--- src/rtl/sdr_sched_pkg.sv ---
`timescale 1ns/1ps
package sdr_sched_pkg;

    typedef enum logic [3:0] {
        ST_PAUSE,
        ST_INIT_TRP,
        ST_INIT_RFC1,
        ST_INIT_RFC2,
        ST_MRD,
        ST_RUN,
        ST_RUN_RFC,
        ST_WAKE_HOLD,
        ST_WAKE_TRP,
        ST_WAKE_RFC1
    } sched_state_e;

    // Round a delay up to whole clocks, never below one.
    function automatic int ns_to_clk(input longint ns, input longint clk_ps);
        longint c;
        c = (ns * 64'sd1000 + clk_ps - 64'sd1) / clk_ps;
        if (c < 64'sd1) c = 64'sd1;
        return int'(c);
    endfunction

    // Slot length in clocks: retention window split over all rows, rounded down.
    function automatic int slot_clk(input longint window_ns, input longint rows,
                                    input longint clk_ps);
        longint c;
        c = (window_ns * 64'sd1000) / (rows * clk_ps);
        if (c < 64'sd2) c = 64'sd2;
        return int'(c);
    endfunction

    function automatic int bits_for(input int v);
        return (v < 2) ? 1 : $clog2(v + 1);
    endfunction

endpackage

--- src/rtl/sdr_refresh_interval.sv ---
`timescale 1ns/1ps
module sdr_refresh_interval
    import sdr_sched_pkg::*;
#(
    parameter int SLOT_SMALL = 40,
    parameter int SLOT_LARGE = 20
) (
    input  logic clk,
    input  logic rst_n,
    input  logic en,
    input  logic sel_large,
    output logic tick
);
    localparam int SLOT_MAX = (SLOT_SMALL > SLOT_LARGE) ? SLOT_SMALL : SLOT_LARGE;
    localparam int CNT_W    = bits_for(SLOT_MAX);
    localparam logic [CNT_W-1:0] LD_SMALL = CNT_W'(SLOT_SMALL - 1);
    localparam logic [CNT_W-1:0] LD_LARGE = CNT_W'(SLOT_LARGE - 1);

    typedef struct packed {
        logic [CNT_W-1:0] cnt;
    } slot_regs_t;

    slot_regs_t q, d;
    logic [CNT_W-1:0] reload;

    always_comb begin
        d      = q;
        reload = sel_large ? LD_LARGE : LD_SMALL;
        tick   = 1'b0;
        if (!en) begin
            d.cnt = reload;
        end else if (q.cnt == '0) begin
            tick  = 1'b1;
            d.cnt = reload;
        end else begin
            d.cnt = q.cnt - 1'b1;
        end
    end

    always_ff @(posedge clk or negedge rst_n) begin
        if (!rst_n) begin
            q.cnt <= LD_SMALL;
        end else begin
            q <= d;
        end
    end

    AST_SLOT_RANGE: assert property (@(posedge clk) disable iff (!rst_n)
        q.cnt <= CNT_W'(SLOT_MAX - 1));
    AST_TICK_SPACED: assert property (@(posedge clk) disable iff (!rst_n)
        tick |=> !tick);

endmodule

--- src/rtl/sdr_refresh_debt.sv ---
`timescale 1ns/1ps
module sdr_refresh_debt
    import sdr_sched_pkg::*;
#(
    parameter int MAX_OWED = 8,
    localparam int OWED_W  = bits_for(MAX_OWED)
) (
    input  logic              clk,
    input  logic              rst_n,
    input  logic              tick,
    input  logic              take,
    input  logic              arm,
    output logic [OWED_W-1:0] owed,
    output logic              overflow
);
    localparam logic [OWED_W-1:0] OWED_TOP = OWED_W'(MAX_OWED);

    typedef struct packed {
        logic [OWED_W-1:0] owed;
    } debt_regs_t;

    debt_regs_t q, d;

    always_comb begin
        d        = q;
        overflow = arm && tick && !take && (q.owed == OWED_TOP);
        if (overflow) begin
            d.owed = '0;
        end else begin
            unique case ({tick, take})
                2'b10: if (q.owed != OWED_TOP) d.owed = q.owed + 1'b1;
                2'b01: d.owed = q.owed - 1'b1;
                default: d.owed = q.owed;
            endcase
        end
    end

    always_ff @(posedge clk or negedge rst_n) begin
        if (!rst_n) begin
            q.owed <= '0;
        end else begin
            q <= d;
        end
    end

    assign owed = q.owed;

    AST_NO_OVERFLOW: assert property (@(posedge clk) disable iff (!rst_n)
        q.owed <= OWED_TOP);
    AST_TAKE_NEEDS_DEBT: assert property (@(posedge clk) disable iff (!rst_n)
        take |-> (q.owed != '0));
    AST_OVERFLOW_RESTART: assert property (@(posedge clk) disable iff (!rst_n)
        overflow |=> (q.owed == '0));

endmodule

--- src/rtl/sdr_init_refresh_sched.sv ---
`timescale 1ns/1ps
module sdr_init_refresh_sched
    import sdr_sched_pkg::*;
#(
    parameter int CLK_PS     = 10000,
    parameter int PAUSE_NS   = 100000,
    parameter int WINDOW_NS  = 64000000,
    parameter int ROWS_SMALL = 4096,
    parameter int ROWS_LARGE = 8192,
    parameter int TRP_NS     = 20,
    parameter int TRFC_NS    = 66,
    parameter int TMRD_CLK   = 2,
    parameter int MAX_OWED   = 8
) (
    input  logic clk,
    input  logic rst_n,
    input  logic rows_8k,
    input  logic ctrl_idle,
    output logic cmd_precharge_all,
    output logic cmd_auto_refresh,
    output logic cmd_load_mode,
    output logic init_done,
    output logic refresh_req
);
    localparam int PAUSE_CLK  = ns_to_clk(longint'(PAUSE_NS), longint'(CLK_PS));
    localparam int TRP_CLK    = ns_to_clk(longint'(TRP_NS), longint'(CLK_PS));
    localparam int TRFC_CLK   = ns_to_clk(longint'(TRFC_NS), longint'(CLK_PS));
    localparam int MRD_CLK    = (TMRD_CLK < 1) ? 1 : TMRD_CLK;
    localparam int SLOT_SMALL = slot_clk(longint'(WINDOW_NS), longint'(ROWS_SMALL), longint'(CLK_PS));
    localparam int SLOT_LARGE = slot_clk(longint'(WINDOW_NS), longint'(ROWS_LARGE), longint'(CLK_PS));
    localparam int WAIT_A     = (PAUSE_CLK > TRP_CLK) ? PAUSE_CLK : TRP_CLK;
    localparam int WAIT_B     = (TRFC_CLK > MRD_CLK) ? TRFC_CLK : MRD_CLK;
    localparam int WAIT_MAX   = (WAIT_A > WAIT_B) ? WAIT_A : WAIT_B;
    localparam int WAIT_W     = bits_for(WAIT_MAX);
    localparam int OWED_W     = bits_for(MAX_OWED);
    localparam int GAP_W      = bits_for(TRFC_CLK);

    localparam logic [WAIT_W-1:0] LD_PAUSE = WAIT_W'(PAUSE_CLK);
    localparam logic [WAIT_W-1:0] LD_TRP   = WAIT_W'(TRP_CLK - 1);
    localparam logic [WAIT_W-1:0] LD_TRFC  = WAIT_W'(TRFC_CLK - 1);
    localparam logic [WAIT_W-1:0] LD_MRD   = WAIT_W'(MRD_CLK - 1);

    typedef struct packed {
        sched_state_e      state;
        logic [WAIT_W-1:0] wcnt;
        logic              done;
        logic              pre;
        logic              aref;
        logic              lmr;
    } sched_regs_t;

    sched_regs_t q, d;

    logic              slot_tick;
    logic [OWED_W-1:0] owed;
    logic              overflow;
    logic              wait_over;
    logic              run_step;
    logic              take;
    logic              arm;
    logic              in_wake;

    sdr_refresh_interval #(
        .SLOT_SMALL (SLOT_SMALL),
        .SLOT_LARGE (SLOT_LARGE)
    ) u_slot (
        .clk       (clk),
        .rst_n     (rst_n),
        .en        (q.done),
        .sel_large (rows_8k),
        .tick      (slot_tick)
    );

    sdr_refresh_debt #(
        .MAX_OWED (MAX_OWED)
    ) u_debt (
        .clk      (clk),
        .rst_n    (rst_n),
        .tick     (slot_tick),
        .take     (take),
        .arm      (arm),
        .owed     (owed),
        .overflow (overflow)
    );

    always_comb begin
        wait_over = (q.wcnt == '0);
        run_step  = (q.state == ST_RUN) || ((q.state == ST_RUN_RFC) && wait_over);
        take      = run_step && ctrl_idle && (owed != '0);
        arm       = (q.state == ST_RUN) || (q.state == ST_RUN_RFC);
        in_wake   = (q.state == ST_WAKE_HOLD) || (q.state == ST_WAKE_TRP)
                 || (q.state == ST_WAKE_RFC1);
    end

    always_comb begin
        d      = q;
        d.pre  = 1'b0;
        d.aref = 1'b0;
        d.lmr  = 1'b0;
        if (!wait_over) d.wcnt = q.wcnt - 1'b1;
        unique case (q.state)
            ST_PAUSE: begin
                if (wait_over) begin
                    d.pre   = 1'b1;
                    d.wcnt  = LD_TRP;
                    d.state = ST_INIT_TRP;
                end
            end
            ST_INIT_TRP: begin
                if (wait_over) begin
                    d.aref  = 1'b1;
                    d.wcnt  = LD_TRFC;
                    d.state = ST_INIT_RFC1;
                end
            end
            ST_INIT_RFC1: begin
                if (wait_over) begin
                    d.aref  = 1'b1;
                    d.wcnt  = LD_TRFC;
                    d.state = ST_INIT_RFC2;
                end
            end
            ST_INIT_RFC2: begin
                if (wait_over) begin
                    d.lmr   = 1'b1;
                    d.wcnt  = LD_MRD;
                    d.state = ST_MRD;
                end
            end
            ST_MRD: begin
                if (wait_over) begin
                    d.done  = 1'b1;
                    d.state = ST_RUN;
                end
            end
            ST_RUN, ST_RUN_RFC: begin
                if (overflow) begin
                    d.state = ST_WAKE_HOLD;
                end else if (take) begin
                    d.aref  = 1'b1;
                    d.wcnt  = LD_TRFC;
                    d.state = ST_RUN_RFC;
                end else if (run_step) begin
                    d.state = ST_RUN;
                end
            end
            ST_WAKE_HOLD: begin
                if (wait_over && ctrl_idle) begin
                    d.pre   = 1'b1;
                    d.wcnt  = LD_TRP;
                    d.state = ST_WAKE_TRP;
                end
            end
            ST_WAKE_TRP: begin
                if (wait_over) begin
                    d.aref  = 1'b1;
                    d.wcnt  = LD_TRFC;
                    d.state = ST_WAKE_RFC1;
                end
            end
            ST_WAKE_RFC1: begin
                if (wait_over) begin
                    d.aref  = 1'b1;
                    d.wcnt  = LD_TRFC;
                    d.state = ST_RUN_RFC;
                end
            end
            default: d.state = ST_PAUSE;
        endcase
    end

    always_ff @(posedge clk or negedge rst_n) begin
        if (!rst_n) begin
            q.state <= ST_PAUSE;
            q.wcnt  <= LD_PAUSE;
            q.done  <= 1'b0;
            q.pre   <= 1'b0;
            q.aref  <= 1'b0;
            q.lmr   <= 1'b0;
        end else begin
            q <= d;
        end
    end

    assign cmd_precharge_all = q.pre;
    assign cmd_auto_refresh  = q.aref;
    assign cmd_load_mode     = q.lmr;
    assign init_done         = q.done;
    assign refresh_req       = (owed != '0) || in_wake;

    // Clocks elapsed since the last refresh pulse, saturating at tRFC.
    logic [GAP_W-1:0] gap_q;
    always_ff @(posedge clk or negedge rst_n) begin
        if (!rst_n) begin
            gap_q <= GAP_W'(TRFC_CLK);
        end else if (cmd_auto_refresh) begin
            gap_q <= GAP_W'(1);
        end else if (gap_q != GAP_W'(TRFC_CLK)) begin
            gap_q <= gap_q + 1'b1;
        end
    end

    AST_PAUSE_SILENT: assert property (@(posedge clk) disable iff (!rst_n)
        (q.state == ST_PAUSE) |-> !(cmd_precharge_all || cmd_auto_refresh || cmd_load_mode));
    AST_CMD_ONEHOT: assert property (@(posedge clk) disable iff (!rst_n)
        $onehot0({cmd_precharge_all, cmd_auto_refresh, cmd_load_mode}));
    AST_PRE_PULSE: assert property (@(posedge clk) disable iff (!rst_n)
        cmd_precharge_all |=> !cmd_precharge_all);
    AST_LMR_PULSE: assert property (@(posedge clk) disable iff (!rst_n)
        cmd_load_mode |=> !cmd_load_mode);
    AST_DONE_STICKY: assert property (@(posedge clk) disable iff (!rst_n)
        !$fell(init_done));
    AST_LMR_BEFORE_DONE: assert property (@(posedge clk) disable iff (!rst_n)
        cmd_load_mode |-> !init_done);
    AST_RUN_REF_IDLE: assert property (@(posedge clk) disable iff (!rst_n)
        (cmd_auto_refresh && (q.state == ST_RUN_RFC) && ($past(q.state) != ST_WAKE_RFC1))
            |-> $past(ctrl_idle));
    AST_WAKE_NO_LMR: assert property (@(posedge clk) disable iff (!rst_n)
        in_wake |-> (!cmd_load_mode && init_done && refresh_req));
    AST_TRFC_GAP: assert property (@(posedge clk) disable iff (!rst_n)
        (cmd_auto_refresh || cmd_precharge_all || cmd_load_mode)
            |-> (gap_q >= GAP_W'(TRFC_CLK)));

endmodule

--- config.mk ---
export PLATFORM = sky130hd
export DESIGN_NAME = sdr_init_refresh_sched
export DESIGN_NICKNAME = d
export VERILOG_FILES = /design/src/rtl/sdr_sched_pkg.sv /design/src/rtl/sdr_refresh_interval.sv /design/src/rtl/sdr_refresh_debt.sv /design/src/rtl/sdr_init_refresh_sched.sv
export SDC_FILE = /design/constraint.sdc
export NUM_CORES = 1
export LEC_CHECK = 0
export BUFFER_PORTS_ARGS = -buffer_cell sky130_fd_sc_hd__buf_4
export CAP_MARGIN = 0
export CORE_MARGIN = 5
export CORE_UTILIZATION = 50
export CTS_BUF_LIST = sky130_fd_sc_hd__clkbuf_16
export CTS_CLUSTER_SIZE = 10
export DETAILED_ROUTE_END_ITERATION = 6
export PLACE_DENSITY_LB_ADDON = 0.12
export SLEW_MARGIN = 20
export SYNTH_ARGS = -nofsm -noshare
export SYNTH_HDL_FRONTEND = slang
export SYNTH_SLANG_ARGS = --single-unit
--- constraint.sdc ---
create_clock -name clk -period 3 [get_ports clk]
set_input_delay 0.15 -clock clk [delete_from_list [all_inputs] [get_ports clk]]
set_output_delay 0.15 -clock clk [all_outputs]
set_load 0.02 [all_outputs]
; ---- Word-level counts from Yosys, hierarchy flattened
; Cells that the tools add are included.
; W data, S select, Z words.
[word_totals]
reg_bits = 37
out_inout_bits = 5
in_bits = 4
elab_cells = 89
[classes]
eq_ne = 23
muxes = 31
addsub = 4
n_reduce_logical = 23
[op_table]
columns = cell, count
row1 = $mux W18, 7
row2 = $pmux W14 S8, 1
row3 = $mux W14, 3
row4 = $pmux W4 S9, 1
row5 = $mux W11, 3
row6 = $mux W4, 6
row7 = $eq A4 B3 Y1 const B, 4
row8 = $logic_not A14 Y1, 1
row9 = $ne A2 B2 Y1 const B, 7
row10 = $sub A14 B1 Y14 const B, 1
row11 = $eq A4 B4 Y1 const B, 3
row12 = $logic_not A11 Y1, 1
row13 = $sub A11 B1 Y11 const B, 1
row14 = $reduce_and A9 Y1, 1
row15 = $eq A4 B2 Y1 const B, 2
row16 = $pmux W4 S2, 1
row17 = $logic_and A1 B1 Y1, 7
row18 = $mux W1, 7
row19 = $logic_or A1 B1 Y1, 5
row20 = $add A4 B1 Y4 const B, 1
row21 = $eq A4 B1 Y1 const B, 1
row22 = $logic_not A4 Y1, 1
row23 = $ne A4 B3 Y1 const B, 1
row24 = $ne A4 B4 Y1 const B, 1
row25 = 12 further kinds, 14

; ---- Depth between registers and ports, before layout
[logic_depth]
ltp_word = 10
mapped_depth = 12
depth_no_buf = 12

; ---- By module
; Synthesis repeated with hierarchy kept, for this count alone.
[hier_totals]
hier_cells = 267
area_unflattened_um2 = 2466.1
[by_module_without_submodules]
columns = mod, seq_area_each_um2, area_each_um2, n_inst, cells_each
row1 = sdr_init_refresh_sched, 556.8, 1531.5, 1, 173
row2 = sdr_refresh_interval, 281.5, 588.1, 1, 54
row3 = sdr_refresh_debt, 100.1, 346.6, 1, 40

; ---- Least setup slack after synthesis
; No wires, ideal clock.
[synth_path]
path_kind = register -> register
from = register q[4] in the netlist's numbering
to = register, netlist name u_debt.owed[3]
required_ps = 2874
synth_period_minus_slack_ps = 2578
t_arrival_ps = 2452
setup_slack_ps = 422
setup_ps = 126
stages_incl_launch_ff = 12
path_buffers = 0
path_cell_list = dfrtp_1 -> inv_1 -> ha_1 -> nor3b_1 -> a41oi_1 -> or3_4 -> inv_2 -> ha_1 -> a31oi_1 -> nor2_1 -> nor3_1 -> nor3_2
[synth_between]
elab_chain_len = 10
elab_cells_between_ends = 15
cone_classes = eq/ne (3) / mux (2) / reduce/logical (10)
[synth_lines]
columns = item, line
row1 = start: declaration, sdr_init_refresh_sched.sv:52  ; sched_regs_t q, d;
row2 = $logic_not A14 Y1 *, sdr_init_refresh_sched.sv:87  ; wait_over = (q.wcnt == '0);
row3 = $logic_and A1 B1 Y1 *, sdr_init_refresh_sched.sv:88  ; run_step = (q.state == ST_RUN) || ((q.state == ST_RUN_RFC) && wait_over);
row4 = $logic_or A1 B1 Y1 *, sdr_init_refresh_sched.sv:88
row5 = $logic_and A1 B1 Y1 * (2 in a row), sdr_init_refresh_sched.sv:89  ; take = run_step && ctrl_idle && (owed != '0);
row6 = $logic_not A1 Y1, sdr_refresh_debt.sv:26  ; overflow = arm && tick && !take && (q.owed == OWED_TOP);
row7 = $logic_and A1 B1 Y1 (2 in a row), sdr_refresh_debt.sv:26
row8 = $ne A3 B2 Y1 (no line) or $reduce_bool A3 Y1 (tied branches), n/a
row9 = $reduce_and A2 Y1 (no line), n/a
; Every way passes the cells marked *; elsewhere a longest branch is shown, timed or not.
; A chain may end at the register's enable or synchronous reset.

; ---- Worst setup path after layout
[layout_path]
from = register q[4] in the netlist's numbering
to = register, netlist name u_debt.owed[3]
[layout_between]
elab_chain_len = 10
elab_cells_between_ends = 15
cone_classes = eq/ne (3) / mux (2) / reduce/logical (10)
[layout_lines]
columns = item, line
row1 = $logic_not A14 Y1 *, sdr_init_refresh_sched.sv:87
row2 = $logic_and A1 B1 Y1 *, sdr_init_refresh_sched.sv:88
row3 = $logic_or A1 B1 Y1 *, sdr_init_refresh_sched.sv:88
row4 = $logic_and A1 B1 Y1 * (2 in a row), sdr_init_refresh_sched.sv:89
row5 = $logic_not A1 Y1, sdr_refresh_debt.sv:26
row6 = $logic_and A1 B1 Y1 (2 in a row), sdr_refresh_debt.sv:26
row7 = $ne A3 B2 Y1 (no line) or $reduce_bool A3 Y1 (tied branches), n/a
row8 = $reduce_and A2 Y1 (no line), n/a
; Marks and branches as above.

==> parameters.txt <==
Parameter                              Value

Logic synthesis
  Fraction of the mapped netlist area in adder cells    3.880%
  Post-Synth XOR/XNOR Area    7.373%
  Synth Warn #    0
  Post-synthesis area per instance    9.251 um^2
  Async set-reset flop share out of synthesis    100.0%
  Post-Synthesis Cells    244
  Flops & latches, synth    37
  Synthesized cell area    2257 um^2
  Primary FF master, synth    dfrtp_1
  Synthesized-area fraction occupied by ao, oa, aoi and oai cells    17.07%
  Share of synthesized cell area in and, or, nand and nor gates    25.89%
  Number of synthesized flops with an enable pin    0
  Sequential cell area fraction in the yosys report    between 40 and 50%
  Net count of the mapped netlist    255
  Combinational family with the most area after synthesis    simple AND/OR/NAND/NOR gates
  Distinct cells, synth    59
  Post-synthesis mux area share    0.4989%

Floorplan
  Die area    5958 um^2
  Core Area    4354 um^2
  Chip height    between 70 and 80 um
  IO Count    9
  Starting density of the core    51.84%
  Die width    77.19 um
  Row count    24

Setup path
  Largest fanout on the critical path    5
  Type of the setup path with the least slack    flop to flop
  Reg2Reg Depth    11
  Setup crit start kind    flop
  Beginning of the worst register-to-register path    q[4]$_DFF_PN0_
  Crit path buf inv count    2
  Reg2reg end    u_debt.owed[3]$_DFFE_PN0P_
  Largest stage delay, worst path    0.48 ns
  Worst-case register-to-register setup slack    approximately 0.29 ns
  Critical path arrival    around 2.9 ns
  Setup crit end kind    flop
  Series of cell instances along the critical path    inv_1 -> ha_1 -> nor3b_1 -> a41oi_1 -> or3_4 -> inv_2 -> ha_1 -> a31oi_1 -> nor3_1 -> o21a_1 -> nor3_2
  Delay-heaviest family, CP    simple AND/OR/NAND/NOR gates
  Critical-path cell with the highest stage delay    or3_4
  CP dominant cell by count    ha_1
  Required @ worst endpoint    3.21 ns

Clock network
  Number of hold buffers added after CTS    1
  Cell at the root of the clock tree    clkbuf_16
  Number of buffers created by CTS    5
  H-Tree Depth    2
  Clock transition at the register clock pins on the worst setup and hold paths after CTS    0.06 ns
  Post-cts resize count    0
  CTS tree    yes
  Setup Fix Bufs, Post-CTS    0
  CTS Buffer Depth    2
  Clock latency at the later pin of the worst-skew pair    0.28 ns
  CTS sink cnt    37

STA
  Fin Setup TNS    0 ns
  Final hold violation count    0
  Worst Skew    around 0.0048 ns
  Worst hold-check slack    0.1560 ns
  Final worst setup slack    0.2858 ns
  Period minus WS final    2.714 ns
  RSZ-0062 raised after global routing    false
  Endpoints failing setup    0
  Slew Viols, Final    0
  Final critical-path share of the clock period    90.47%
  Achievable frequency    368.4 MHz
  Max transition margin    53.46%
  Transition time at the pin with the least slew margin    0.6918 ns

Routing
  Via-per-instance ratio    5.914
  Remaining design rule violation count    0
  Wirelength per Cell    15.08 um
  Vias post-DR    approximately 1900
  Residual antenna-violating net count after detailed routing    0
  Starting DRT DRC Count    177
  First-pass DRT Iterations    4
  Overall routed net length    ~4.7 mm

Place
  Final weighted congestion in routability-driven placement    0.8240
  Standard cell area after detailed placement    ~2400 um^2
  Number of buffers added on ports    8
  DP HPWL    3.332 mm
  Pre-CTS WS    0.2932 ns
  Count of placed standard cells including taps    304

Layout
  Area grow syn2layout    14.47%
  Number of nets in the layout    around 270
  Ratio of cells with drive above 1 in the final layout    19.54%
  Final core occ    59.34%
  Most frequent standard cell in the layout excluding fill and tap cells    nor2_1
  Post-layout instance area    2584 um^2
  Non-filler cells, final    313
  Top library cells by usage in the layout, fill and taps aside    30 x nor2_1, 27 x dfrtp_1, 19 x nand2_1, 18 x a21oi_1, 17 x buf_4
  Number of diodes    0
  Final-layout fill cell count    384

Global route
  GR Util All Layers    between 15 and 20%
  Global-route wire length before repair    8.493 mm
  GRT overflow    0
  Number of antenna violations at the first check in global routing    0
  Vias in the first global route    1734
  Largest net degree at the start of global routing    38

Worst hold path
  Worst Hold Path Cells    3
  Hold Path End    u_slot.q[2]$_DFF_PN0_
  Start point of the worst hold path    rows_8k
  Worst min-delay path class    input port to flop

Pwr
  Leakage power total    1.062 nW
  Peak supply drop    0.0003272 V
  Tot Pwr    1.127 mW
  Power per standard cell area    436.3 nW/um^2

Status
  Result of the run    finished, final reports clean

Flow run
  Max-cap viol count    0
==> synth_stat cells (3+ instances only) <==
cell type  number  area share, %
a21oi_1        18            4.0
a31oi_1         3           0.83
and3_1          5            1.4
buf_2           3           0.66
clkbuf_1        4           0.66
dfrtp_1        27             30
dfstp_2        10             12
ha_1            7            3.9
inv_1           9            1.5
nand2_1        19            3.2
nand2b_1        3           0.83
nand3_1         5            1.1
nand4_1         3           0.83
nor2_1         30            5.0
nor2b_1         3           0.83
nor3_1          7            1.6
nor4_1          6            1.7
o21ai_0        11            2.4
xnor2_1        12            4.7
xor2_1          7            2.7
==> area by class of cell <==
type	instances	area (um^2)	share of cell area, %
clock inverter	3	41.29	1.598
clock buffer	5	125.1	4.843
timing repair buffer	18	137.6	5.327
sequential	37	938.4	36.32
tap	52	65.06	2.518
inverter	11	41.29	1.598
multi-input combinational	187	1235	47.80
==> power breakdown <==
part	total [mW]	internal [mW]	switching, mW
Sequential	0.509	0.505	0.00357
Clock	0.593	0.389	0.204
Combinational	0.0257	0.00887	0.0168
Total	1.13	0.903	0.225
==> routing by layer <==
metal | track usage, % | part of all wire, % | vias to the layer above
met1 | 25.59 | 49 | 885
met5 | 0 | 0 | -
met3 | 3.747 | 5.0 | 8
met4 | 6.186 | 1.6 | 0
met2 | 24.92 | 44 | 49
li1 | - | - | 909
==> worst register-to-register path: stages, from the launching register on <==
cell,delay [ns]
dfrtp_1,0.41
inv_1,0.09
ha_1,0.20
nor3b_1,0.26
a41oi_1,0.24
or3_4,0.48
inv_2,0.08
ha_1,0.26
a31oi_1,0.22
nor3_1,0.08
o21a_1,0.21
nor3_2,0.10
==> cells by family (layout without fill, tap and decap cells) <==
group / Yosys count / in the layout
xor gates and xnor gates: 19 / 19
and+or+nand+nor: 104 / 104
adders and majority gates: 7 / 7
buffers and inverters: 20 / 37
muxes: 1 / 1
AOI/OAI and AO/OA: 56 / 56
DFF: 37 / 37
==> how the worst max path moves through the flow <==
stage,from,endpoint,slack (ns),cells after the start
global placement,q[4]$_DFF_PN0_,u_debt.owed[3]$_DFFE_PN0P_,0.39,11
global route,q[4]$_DFF_PN0_,u_debt.owed[3]$_DFFE_PN0P_,0.07,11
finish,q[4]$_DFF_PN0_,u_debt.owed[3]$_DFFE_PN0P_,0.29,11
CTS,q[4]$_DFF_PN0_,u_debt.owed[3]$_DFFE_PN0P_,0.28,11
floorplan,q[4]$_DFF_PN0_,u_debt.owed[3]$_DFFE_PN0P_,0.42,11
detailed placement,q[4]$_DFF_PN0_,u_debt.owed[3]$_DFFE_PN0P_,0.29,11
==> registers in the layout (all words and copies together) (netlist names) <==
signal	count
u_slot.q	11
cmd_auto_refresh	1
u_debt.owed	4
q	18
cmd_precharge_all	1
cmd_load_mode	1
init_done	1
Note: power is estimated with default switching activity, not from simulation.
